### src/rtl/csk_pkg.sv
package csk_pkg;
  function automatic int group_count(input int width, input int grp);
    return width / grp;
  endfunction
endpackage

### src/rtl/csk_group.sv
module csk_group #(
  parameter int M = 4
) (
  input  logic [M-1:0] a,
  input  logic [M-1:0] b,
  input  logic         ci,
  output logic [M-1:0] s,
  output logic         co
);
  logic [M-1:0] prop;
  logic [M-1:0] gen;
  logic [M:0]   rc;
  logic         all_prop;

  assign rc[0] = ci;

  for (genvar i = 0; i < M; i++) begin : g_bit
    assign prop[i]  = a[i] ^ b[i];
    assign gen[i]   = a[i] & b[i];
    assign rc[i+1]  = gen[i] | (prop[i] & rc[i]);
    assign s[i]     = rc[i] ^ prop[i];
  end

  assign all_prop = &prop;
  // bypass mux: group carry-in forwarded when every bit propagates
  assign co = all_prop ? ci : rc[M];
endmodule

### src/rtl/csk_core.sv
module csk_core
  import csk_pkg::*;
#(
  parameter int N = 32,
  parameter int M = 4
) (
  input  logic [N-1:0] a,
  input  logic [N-1:0] b,
  input  logic         cin,
  output logic [N-1:0] sum,
  output logic         cout
);
  localparam int NG = group_count(N, M);

  logic [NG:0] gc;
  assign gc[0] = cin;

  for (genvar g = 0; g < NG; g++) begin : g_grp
    csk_group #(.M(M)) u_grp (
      .a  (a[g*M +: M]),
      .b  (b[g*M +: M]),
      .ci (gc[g]),
      .s  (sum[g*M +: M]),
      .co (gc[g+1])
    );
  end

  assign cout = gc[NG];
endmodule

### src/rtl/csk_adder.sv
module csk_adder #(
  parameter int N = 32,
  parameter int M = 4
) (
  input  logic         clk,
  input  logic         rst_n,
  input  logic         in_valid,
  output logic         in_ready,
  input  logic [N-1:0] a,
  input  logic [N-1:0] b,
  input  logic         cin,
  output logic         out_valid,
  input  logic         out_ready,
  output logic [N-1:0] sum,
  output logic         cout
);
  logic [N-1:0] core_sum;
  logic         core_cout;
  logic         take;

  csk_core #(.N(N), .M(M)) u_core (
    .a    (a),
    .b    (b),
    .cin  (cin),
    .sum  (core_sum),
    .cout (core_cout)
  );

  assign in_ready = !out_valid || out_ready;
  assign take     = in_valid && in_ready;

  always_ff @(posedge clk or negedge rst_n) begin
    if (!rst_n) begin
      out_valid <= 1'b0;
      sum       <= '0;
      cout      <= 1'b0;
    end else begin
      if (take) begin
        out_valid <= 1'b1;
        sum       <= core_sum;
        cout      <= core_cout;
      end else if (out_ready) begin
        out_valid <= 1'b0;
      end
    end
  end
endmodule

### config.mk
export PLATFORM = sky130hd
export DESIGN_NAME = csk_adder
export DESIGN_NICKNAME = d
export VERILOG_FILES = /design/src/rtl/csk_pkg.sv /design/src/rtl/csk_group.sv /design/src/rtl/csk_core.sv /design/src/rtl/csk_adder.sv
export SDC_FILE = /design/constraint.sdc
export NUM_CORES = 1
export LEC_CHECK = 0
export CAP_MARGIN = 15
export CORE_ASPECT_RATIO = 1.75
export CORE_UTILIZATION = 55
export DETAILED_ROUTE_END_ITERATION = 12
export DONT_BUFFER_PORTS = 1
export PLACE_DENSITY = 0.85
export SLEW_MARGIN = 25
export SYNTH_ARGS = -nofsm -noshare
export SYNTH_HDL_FRONTEND = slang
export SYNTH_SLANG_ARGS = --single-unit
### constraint.sdc
create_clock -name clk -period 1.2 [get_ports clk]
set_input_delay 0.06 -clock clk [delete_from_list [all_inputs] [get_ports clk]]
set_output_delay 0.06 -clock clk [all_outputs]
set_load 0.01 [all_outputs]
==> results.sh, run 1 <==
export IMPL_antenna_found_initial=0
export IMPL_post_route_util=0.718
export IMPL_worst_setup_path_type="in -> reg"
export IMPL_hold_depth=2
export IMPL_r2r_cells=4
export IMPL_drc=0
export IMPL_die_w_um=54.9
export IMPL_cts_max_level=2
export IMPL_r2r_start="out_valid$_DFFE_PN0P_"
export IMPL_drive_above_1_share=0.495
export IMPL_crit_buf_inv=23
export IMPL_worst_slew_margin_rel=0.815
export IMPL_skew_ns=0.00392
export IMPL_first_global_vias=1962
export IMPL_dp_hpwl_um=4440
export IMPL_crit_required_ns=1.36
export IMPL_clk_path_buf_depth=2
export IMPL_fin_ws_ns=-10.18
export IMPL_syn_cell_area_um2=2700
export IMPL_cts_buffers=5
export IMPL_clk_insertion_delay_late_ns=0.27
export IMPL_rsz0062_at_grt="yes"
export IMPL_power_density_nw_per_um2=1140
export IMPL_n_fill_cell=340
export IMPL_yosysTopAreaCell="dfrtp_1"
export IMPL_synth_commonest_cells="inv_1, dfrtp_1, fa_1, ha_1, nand2_1"
export IMPL_seq_area_frac_synth=0.315
export IMPL_area_delta_synth_final_pct=25.3
export IMPL_synth_edf_count=0
export IMPL_nNetsFinal=417
export IMPL_cts_sinks=34
export IMPL_pwr_share_comb=0.319
export IMPL_fin_crit_sh=9.49
export IMPL_leakagePower_nw=1.66
export IMPL_rrSetupSlack_ns=-0.04
export IMPL_cts_root_buf="clkbuf_8"
export IMPL_cp_start_kind="input port"
export IMPL_period_minus_slack_ns=11.38
export IMPL_cap_violations=0
export IMPL_grt_pass1_wl_um=8430
export IMPL_drt_iter0_drc=9
export IMPL_switching_share=0.328
export IMPL_synth_cell_types=29
export IMPL_pin_count=104
export IMPL_netlist_top_cells_area="dfrtp_1, fa_1, ha_1, inv_1, mux2_2"
export IMPL_detail_route_wl_per_cell_um=16.6
export IMPL_synth_most_common_cell="inv_1"
export IMPL_worst_pin_slew_ns=0.276
export IMPL_routed_wl_um=5570
export IMPL_die_h_um=94.6
export IMPL_violations="setup timing"
export IMPL_viasPerCell=5.21
export IMPL_pwr_share_clk=0.208
export IMPL_min_path_type="in -> reg"
export IMPL_dr_total_vias=1745
export IMPL_synth_top_area_share=0.315
export IMPL_syn_num_nets=375
export IMPL_avgSynthCellArea_um2=11.1
export IMPL_intPower_mw=2.58
export IMPL_async_flop_share=1.00
export IMPL_cpMaxStageDelayCell="fa_2"
export IMPL_setup_viol=31
export IMPL_max_vdd_ir_drop_uv=845
export IMPL_p_switching_mw=1.26
export IMPL_fmax_mhz=87.8
export IMPL_synth_cells=242
export IMPL_synth_ff_type="dfrtp_1"
export IMPL_p_total_mw=3.84
export IMPL_cp_arrival_ns=11.54
export IMPL_critical_path_top_delay_family="adder cells"
export IMPL_die_area_um2=5200
export IMPL_p_seq_frac=0.473
export IMPL_final_max_slew_viol_count=0
export IMPL_diodes=0
export IMPL_drtAntennaViolNets=0
export IMPL_critPathMaxStageDelay_ns=0.42
export IMPL_yosys_warnings=0
export IMPL_end_kind="flip-flop"
export IMPL_grt_usage=0.229
export IMPL_crit_fanout=2
export IMPL_grt_overflow=0
export IMPL_firstDrtPassIters=4
export IMPL_routabilityCongestion=0.764
export IMPL_clk_pin_slew_ns=0.06
export IMPL_grt_max_degree=35
export IMPL_io_buffers=0
export IMPL_initial_utilization=0.573
export IMPL_multi_input_area_um2=1800
export IMPL_hp_start="b[16]"
export IMPL_core_area_um2=4710
export IMPL_num_rows=33
export IMPL_finalHoldViolations=0
export IMPL_synth_seq_cells=34
export IMPL_path_common_cell="fa_2"
export IMPL_r2r_end="sum[24]$_DFFE_PN0P_"
export IMPL_seq_area_um2=851
export IMPL_outcome="finished with violations"
export IMPL_tritoncts="yes"
export IMPL_holdPathEnd="sum[16]$_DFFE_PN0P_"
power groups by stage:
stage	Sequential, mW	Combinational [mW]	Clock, mW
floorplan	1.75	0.752	0
global placement	1.82	0.938	0
detailed placement	1.83	1.01	0
CTS	1.82	1.18	0.827
global route	1.86	1.38	0.865
finish	1.82	1.23	0.797
worst register-to-register path, delay by kind of cell, from the launching register on:
| family | cells | cell delay, ns |
|---|---|---|
| muxes | 1 | 0.36 |
| buffers and inverters | 1 | 0.19 |
| and+or+nand+nor | 2 | 0.22 |
| DFF | 1 | 0.35 |
final cells by class:
class | count | area share
clock buffer | 6 | 0.0244
inverter | 55 | 0.0648
multi-input combinational | 148 | 0.533
sequential | 34 | 0.252
tap | 52 | 0.0192
timing repair buffer | 40 | 0.107
metal layers:
layer | share of wire | up-vias | global-route usage
met5 | 0 | - | 0
met4 | 0.014 | 0 | 0.0729
met3 | 0.053 | 6 | 0.0451
met2 | 0.63 | 62 | 0.461
met1 | 0.31 | 858 | 0.206
li1 | - | 819 | -
worst max-delay path by stage:
stage / from / endpoint / depth (start not counted)
floorplan: a[0] / sum[31]$_DFFE_PN0P_ / 67
global placement: a[0] / sum[31]$_DFFE_PN0P_ / 67
detailed placement: a[0] / sum[31]$_DFFE_PN0P_ / 67
CTS: a[0] / sum[31]$_DFFE_PN0P_ / 67
global route: a[0] / sum[31]$_DFFE_PN0P_ / 67
finish: a[0] / sum[31]$_DFFE_PN0P_ / 67
registers in the layout (all words and copies together) (netlist names):
signal and cells:
out_valid 1, sum 32, cout 1
repair_timing:
item / in CTS / in global routing
pin swaps: 13 / 6
endpoints found under the hold margin: 35 / 0
gates cloned: 0 / 0
hold buffers: 3 / 0
gates resized for setup: 15 / 12
setup endpoints to repair: 31 / 33
setup buffers: 16 / 2
stage by stage:
step           instance area [µm²]  worst slack, ns  hold WS (ns)  setup TNS (ns)  std cells
6_report                      3380           -10.18         0.114         -165.17        335
4_1_cts                       3340           -10.20         0.107         -165.05        334
3_3_place_gp                  3050           -10.41        -0.235         -172.26        310
2_1_floorplan                 2820           -10.01        -0.236         -167.10        242
5_1_grt                       3380           -10.61         0.105         -171.69        335
3_5_place_dp                  3050           -10.67        -0.235         -176.56        310
cells by family (layout without fill, tap and decap cells):
| family | after synthesis | in the layout | share of synthesized area |
|---|---|---|---|
| AO/OA/AOI/OAI | 27 | 27 | 0.0631 |
| adder cells (fa/ha/maj) | 64 | 64 | 0.386 |
| buffers and inverters | 60 | 101 | 0.0844 |
| flip-flops | 34 | 34 | 0.315 |
| multiplexers | 17 | 17 | 0.0719 |
| AND/OR/NAND/NOR | 40 | 40 | 0.0793 |
cell usage in the layout (no fill, tap or decap), drive strengths merged:
master       count
a211oi           2
a21boi           1
a21o             1
a21oi            2
and4             3
buf             38
clkbuf           6
dfrtp           34
dlygate4sd3      2
fa              32
ha              32
inv             55
mux2            16
mux2i            1
nand2           25
nand2b           2
nand4            5
nor2             4
nor2b            1
o21a             1
o21ai           18
o22ai            1
o31ai            1
Note: power is estimated with default switching activity, not from simulation.
==> inputs of run 2 (changes only) <==
--- a/config.mk
+++ b/config.mk
@@ -10,7 +10,7 @@
 export CORE_UTILIZATION = 55
 export DETAILED_ROUTE_END_ITERATION = 12
 export DONT_BUFFER_PORTS = 1
-export PLACE_DENSITY = 0.85
+export PLACE_DENSITY = 0.67
 export SLEW_MARGIN = 25
 export SYNTH_ARGS = -nofsm -noshare
 export SYNTH_HDL_FRONTEND = slang
==> constraint.sdc (replaced) <==
create_clock -name clk -period 11.15 [get_ports clk]
set_input_delay 0.5575 -clock clk [delete_from_list [all_inputs] [get_ports clk]]
set_output_delay 0.5575 -clock clk [all_outputs]
set_load 0.01 [all_outputs]
==> run 2 against run 1 <==
Clock skew rose by 0.0049 ns. The flow still finishes with violations (setup timing). Via count fell by 2.8%. Cell count fell by 5.7%. Sequential share of layout area rose by 1.9 points. Combinational power fell by 91%. Critical path depth did not move. Register-to-register slack improved by 9.4 ns. Worst hold slack got worse by 0.026 ns. Largest power group unchanged. Die area did not move. Critical path type unchanged. Sequential power fell by 89%. Utilization fell by 5.1 points. Worst setup slack improved by 9.6 ns.
==> results.sh, run 2 (synthesis results as in run 1) <==
export IMPL_outcome="finished with violations"
export IMPL_violations="setup timing"
export IMPL_cap_violations=0
export IMPL_cts_sinks=34
export IMPL_detail_route_wl_per_cell_um=16.3
export IMPL_dpl_worst_slack_ns=-1.14
export IMPL_drc=0
export IMPL_final_max_slew_viol_count=0
export IMPL_fin_ws_ns=-0.593
export IMPL_cp_start_kind="input port"
export IMPL_worst_slew_margin_rel=0.385
export IMPL_min_path_type="in -> async"
export IMPL_max_vdd_ir_drop_uv=108
export IMPL_area_delta_synth_final_pct=16.4
export IMPL_grt_usage=0.221
export IMPL_worst_pin_slew_ns=0.919
export IMPL_hold_slack_ns=0.0876
export IMPL_largest_register="sum"
export IMPL_firstDrtPassIters=4
export IMPL_design_area_um2=3140
export IMPL_viasPerCell=5.37
export IMPL_path_common_cell="fa_2"
export IMPL_fin_setup_tns_ns=-1.30
export IMPL_grt_max_degree=51
export IMPL_cp_arrival_ns=11.93
export IMPL_worst_setup_path_type="in -> reg"
export IMPL_final_cells=316
export IMPL_first_global_vias=1898
export IMPL_pin_count=104
export IMPL_setup_viol=3
export IMPL_critPathMaxStageDelay_ns=0.42
export IMPL_drtAntennaViolNets=0
export IMPL_grt_overflow=0
export IMPL_placed_cells_incl_taps=294
export IMPL_rrSetupSlack_ns=9.32
export IMPL_p_total_mw=0.417
export IMPL_antenna_found_initial=0
export IMPL_multi_input_area_um2=1740
export IMPL_dpl_cell_area_um2=2880
export IMPL_cts_max_level=2
export IMPL_dr_total_vias=1696
export IMPL_dp_hpwl_um=4120
export IMPL_diodes=0
export IMPL_largest_register_ffs=32
export IMPL_tritoncts="yes"
export IMPL_die_w_um=54.9
export IMPL_end_kind="flip-flop"
export IMPL_initial_utilization=0.573
export IMPL_cpMaxStageDelayCell="fa_2"
export IMPL_cts_root_buf="clkbuf_8"
export IMPL_clk_pin_slew_ns=0.08
export IMPL_crit_required_ns=11.33
export IMPL_rsz0062_at_grt="yes"
export IMPL_io_buffers=0
export IMPL_skew_ns=0.00883
export IMPL_top_regs="sum (32), cout (1), out_valid (1)"
export IMPL_drive_above_1_share=0.436
export IMPL_critical_path_top_delay_family="adder cells"
export IMPL_finalHoldViolations=0
export IMPL_r2r_end="sum[18]$_DFFE_PN0P_"
export IMPL_drt_iter0_drc=14
export IMPL_num_rows=33
export IMPL_clk_path_buf_depth=2
export IMPL_grt_pass1_wl_um=7900
export IMPL_layout_common_cells="dfrtp_1, fa_2, ha_1, inv_1"
export IMPL_period_minus_slack_ns=11.74
export IMPL_crit_fanout=2
export IMPL_core_area_um2=4710
export IMPL_crit_buf_inv=23
export IMPL_post_route_util=0.667
export IMPL_n_fill_cell=382
export IMPL_fin_crit_sh=1.05
export IMPL_die_area_um2=5200
export IMPL_routabilityCongestion=0.758
export IMPL_leakagePower_nw=1.50
export IMPL_crit_path_start="a[0]"
export IMPL_clk_insertion_delay_late_ns=0.29
export IMPL_nNetsFinal=396
export IMPL_power_density_nw_per_um2=133
export IMPL_fmax_mhz=85.2
export IMPL_seq_area_um2=851
export IMPL_routed_wl_um=5160
export IMPL_r2r_start="out_valid$_DFFE_PN0P_"
export IMPL_layout_commonest_cell="dfrtp_1"
export IMPL_cts_buffers=5
export IMPL_r2r_cells=3
export IMPL_die_h_um=94.6
run 2: cell types whose count changed in the layout (fill, tap and decap cells not counted), sizes merged:
cell,before,now
clkbuf,6,5
clkinvlp,0,2
dlygate4sd3,2,0
bufinv,0,1
buf,38,19
run 2: worst max path at each step:
stage | cells after the start | endpoint
final | 67 | sum[31]$_DFFE_PN0P_
after global routing | 67 | sum[31]$_DFFE_PN0P_
after CTS | 67 | sum[31]$_DFFE_PN0P_
after detailed placement | 67 | sum[31]$_DFFE_PN0P_
after global placement | 67 | sum[31]$_DFFE_PN0P_
after floorplan | 67 | sum[31]$_DFFE_PN0P_
run 2: layer usage:
metal	global-route usage	wire length, µm
met5	0	0
met4	0.0875	115
met3	0.0628	402
met2	0.431	3120
met1	0.191	1520
run 2: timing repair:
action,CTS,global route
cloned,0,0
endpoints found under the hold margin,34,0
endpoints found under the setup margin,5,5
pin swaps,11,0
resized for setup,21,3
buffers inserted,14,0
hold buffers,1,0
run 2: layout make-up:
| type | count | share of cell area |
|---|---|---|
| Clock buffer | 5 | 0.0219 |
| Clock inverter | 3 | 0.0143 |
| Inverter | 55 | 0.0689 |
| Multi-Input combinational cell | 148 | 0.554 |
| Sequential cell | 34 | 0.271 |
| Tap cell | 52 | 0.0207 |
| Timing Repair Buffer | 19 | 0.0494 |
run 2: power by group:
group | total, mW | internal, mW | switching, mW
clock | 0.115 | 0.0665 | 0.0483
sequential | 0.194 | 0.155 | 0.0387
combinational | 0.108 | 0.0578 | 0.0501
total | 0.417 | 0.280 | 0.137
==> inputs of run 3 (changes only) <==
--- a/config.mk
+++ b/config.mk
@@ -7,10 +7,10 @@
 export LEC_CHECK = 0
 export CAP_MARGIN = 15
 export CORE_ASPECT_RATIO = 1.75
-export CORE_UTILIZATION = 55
+export CORE_UTILIZATION = 40
 export DETAILED_ROUTE_END_ITERATION = 12
 export DONT_BUFFER_PORTS = 1
-export PLACE_DENSITY = 0.67
+export PLACE_DENSITY = 0.51
 export SLEW_MARGIN = 25
 export SYNTH_ARGS = -nofsm -noshare
 export SYNTH_HDL_FRONTEND = slang
==> run 3 against run 2 <==
The run still ends with setup timing left. Register-to-register slack lost 0.05 ns. Design area grew 2.5%. Non-clock buffer count grew 3. Critical path type unchanged. Largest cell class unchanged. Highest routed layer unchanged.
==> results.sh, run 3 (synthesis results as in run 1) <==
export IMPL_crit_fanout=2
export IMPL_worst_pin_slew_ns=0.967
export IMPL_viasPerCell=4.80
export IMPL_skew_ns=0.00272
export IMPL_min_path_type="in -> async"
export IMPL_pwr_share_clk=0.301
export IMPL_tritoncts="yes"
export IMPL_final_cells=348
export IMPL_placed_cells_incl_taps=324
export IMPL_cts_root_buf="clkbuf_16"
export IMPL_cts_max_level=2
export IMPL_final_max_slew_viol_count=0
export IMPL_fin_crit_sh=1.05
export IMPL_pin_count=104
export IMPL_clk_path_buf_depth=2
export IMPL_core_area_um2=6540
export IMPL_p_switching_mw=0.135
export IMPL_setup_viol=3
export IMPL_dr_total_vias=1672
export IMPL_rsz0062_at_grt="yes"
export IMPL_cp_start_kind="input port"
export IMPL_critical_path_top_delay_family="adder cells"
export IMPL_fin_ws_ns=-0.572
export IMPL_drt_iter0_drc=27
export IMPL_drtAntennaViolNets=0
export IMPL_die_h_um=111
export IMPL_cpMaxStageDelayCell="fa_2"
export IMPL_nNetsFinal=399
export IMPL_power_density_nw_per_um2=134
export IMPL_intPower_mw=0.296
export IMPL_max_vdd_ir_drop_uv=66.0
export IMPL_end_kind="flip-flop"
export IMPL_largest_register_ffs=32
export IMPL_p_seq_frac=0.449
export IMPL_clk_insertion_delay_late_ns=0.28
export IMPL_io_buffers=0
export IMPL_first_global_vias=1865
export IMPL_cts_sinks=34
export IMPL_area_delta_synth_final_pct=19.3
export IMPL_pwr_share_comb=0.250
export IMPL_crit_buf_inv=23
export IMPL_antenna_found_initial=0
export IMPL_switching_share=0.314
export IMPL_critPathMaxStageDelay_ns=0.43
export IMPL_leakagePower_nw=1.53
export IMPL_multi_input_area_um2=1740
export IMPL_cap_violations=0
export IMPL_worst_setup_path_type="in -> reg"
export IMPL_dp_hpwl_um=4340
export IMPL_firstDrtPassIters=4
export IMPL_grt_overflow=0
export IMPL_grt_pass1_wl_um=8980
export IMPL_cts_buffers=5
export IMPL_outcome="finished with violations"
export IMPL_seq_area_um2=851
export IMPL_worst_slew_margin_rel=0.353
export IMPL_period_minus_slack_ns=11.72
export IMPL_fmax_mhz=85.3
export IMPL_layout_common_cells="dfrtp_1, fa_2, ha_1, inv_1, inv_2"
export IMPL_dpl_worst_slack_ns=-1.11
export IMPL_grt_usage=0.172
export IMPL_initial_utilization=0.413
export IMPL_path_common_cell="fa_2"
export IMPL_die_area_um2=7090
export IMPL_die_w_um=64.1
export IMPL_drive_above_1_share=0.432
export IMPL_routed_wl_um=5470
export IMPL_crit_required_ns=11.31
export IMPL_drc=0
export IMPL_n_fill_cell=629
export IMPL_clk_pin_slew_ns=0.05
export IMPL_post_route_util=0.492
export IMPL_top_regs="sum (32), cout (1), out_valid (1)"
export IMPL_hold_slack_ns=0.110
export IMPL_num_rows=39
export IMPL_routabilityCongestion=0.791
export IMPL_violations="setup timing"
export IMPL_detail_route_wl_per_cell_um=15.7
export IMPL_diodes=0
export IMPL_layout_commonest_cell="dfrtp_1"
export IMPL_largest_register="sum"
export IMPL_p_total_mw=0.431
export IMPL_cp_arrival_ns=11.88
export IMPL_finalHoldViolations=0
export IMPL_grt_max_degree=51
-- run 3: stage by stage --
stage / setup TNS [ns] / instance area, µm²
3_5_place_dp: -3.59 / 2920
6_report: -1.21 / 3220
3_3_place_gp: -3.02 / 2920
2_1_floorplan: -1.14 / 2800
5_1_grt: -3.13 / 3220
4_1_cts: -1.52 / 3220
-- run 3: final timing paths --
kind	from	endpoint	slack (ns)	cells after the start
max in group asynchronous	rst_n	sum[0]$_DFFE_PN0P_	10.85	1
max	a[0]	sum[31]$_DFFE_PN0P_	-0.57	67
min in group clk	in_valid	out_valid$_DFFE_PN0P_	0.39	1
min reg2reg	sum[3]$_DFFE_PN0P_	sum[3]$_DFFE_PN0P_	0.54	2
min	rst_n	sum[8]$_DFFE_PN0P_	0.11	1
max reg2reg	out_valid$_DFFE_PN0P_	sum[18]$_DFFE_PN0P_	9.27	3
-- run 3: power by group through the flow --
stage          sequential [mW]  clock (mW)  combinational [mW]
3_3_place_gp             0.196           0              0.0906
6_report                 0.194       0.130               0.108
2_1_floorplan            0.188           0              0.0723
3_5_place_dp             0.197           0              0.0938
4_1_cts                  0.195       0.136               0.111
5_1_grt                  0.198       0.140               0.126
-- run 3: area by class of cell --
class                   instances  area share
multi-input cells             148       0.540
flip-flops and latches         34       0.264
inverters                      55      0.0673
repair buffers                 22      0.0552
clock buffers                   7      0.0412
well taps                      82      0.0319
-- run 3: layer usage --
| layer | wire length, µm | up-vias | GRT usage |
|---|---|---|---|
| met2 | 3220 | 60 | 0.322 |
| li1 | - | 779 | - |
| met1 | 1780 | 825 | 0.167 |
| met3 | 354 | 8 | 0.0465 |
| met4 | 116 | 0 | 0.0773 |
| met5 | 0 | - | 0 |
-- run 3: repair_timing --
item | 4_1_cts | 5_1_grt
hold buffers | 1 | 0
resized for setup | 22 | 1
buffers inserted | 16 | 3
setup endpoints to repair | 5 | 5
endpoints found under the hold margin | 34 | 0
pin swaps | 11 | 1
-- run 3: worst register-to-register path, stage by stage, from the launching register on --
cell and delay [ns]:
dfrtp_1 0.41, nand2b_1 0.21, nand2_2 0.59, mux2_1 0.55
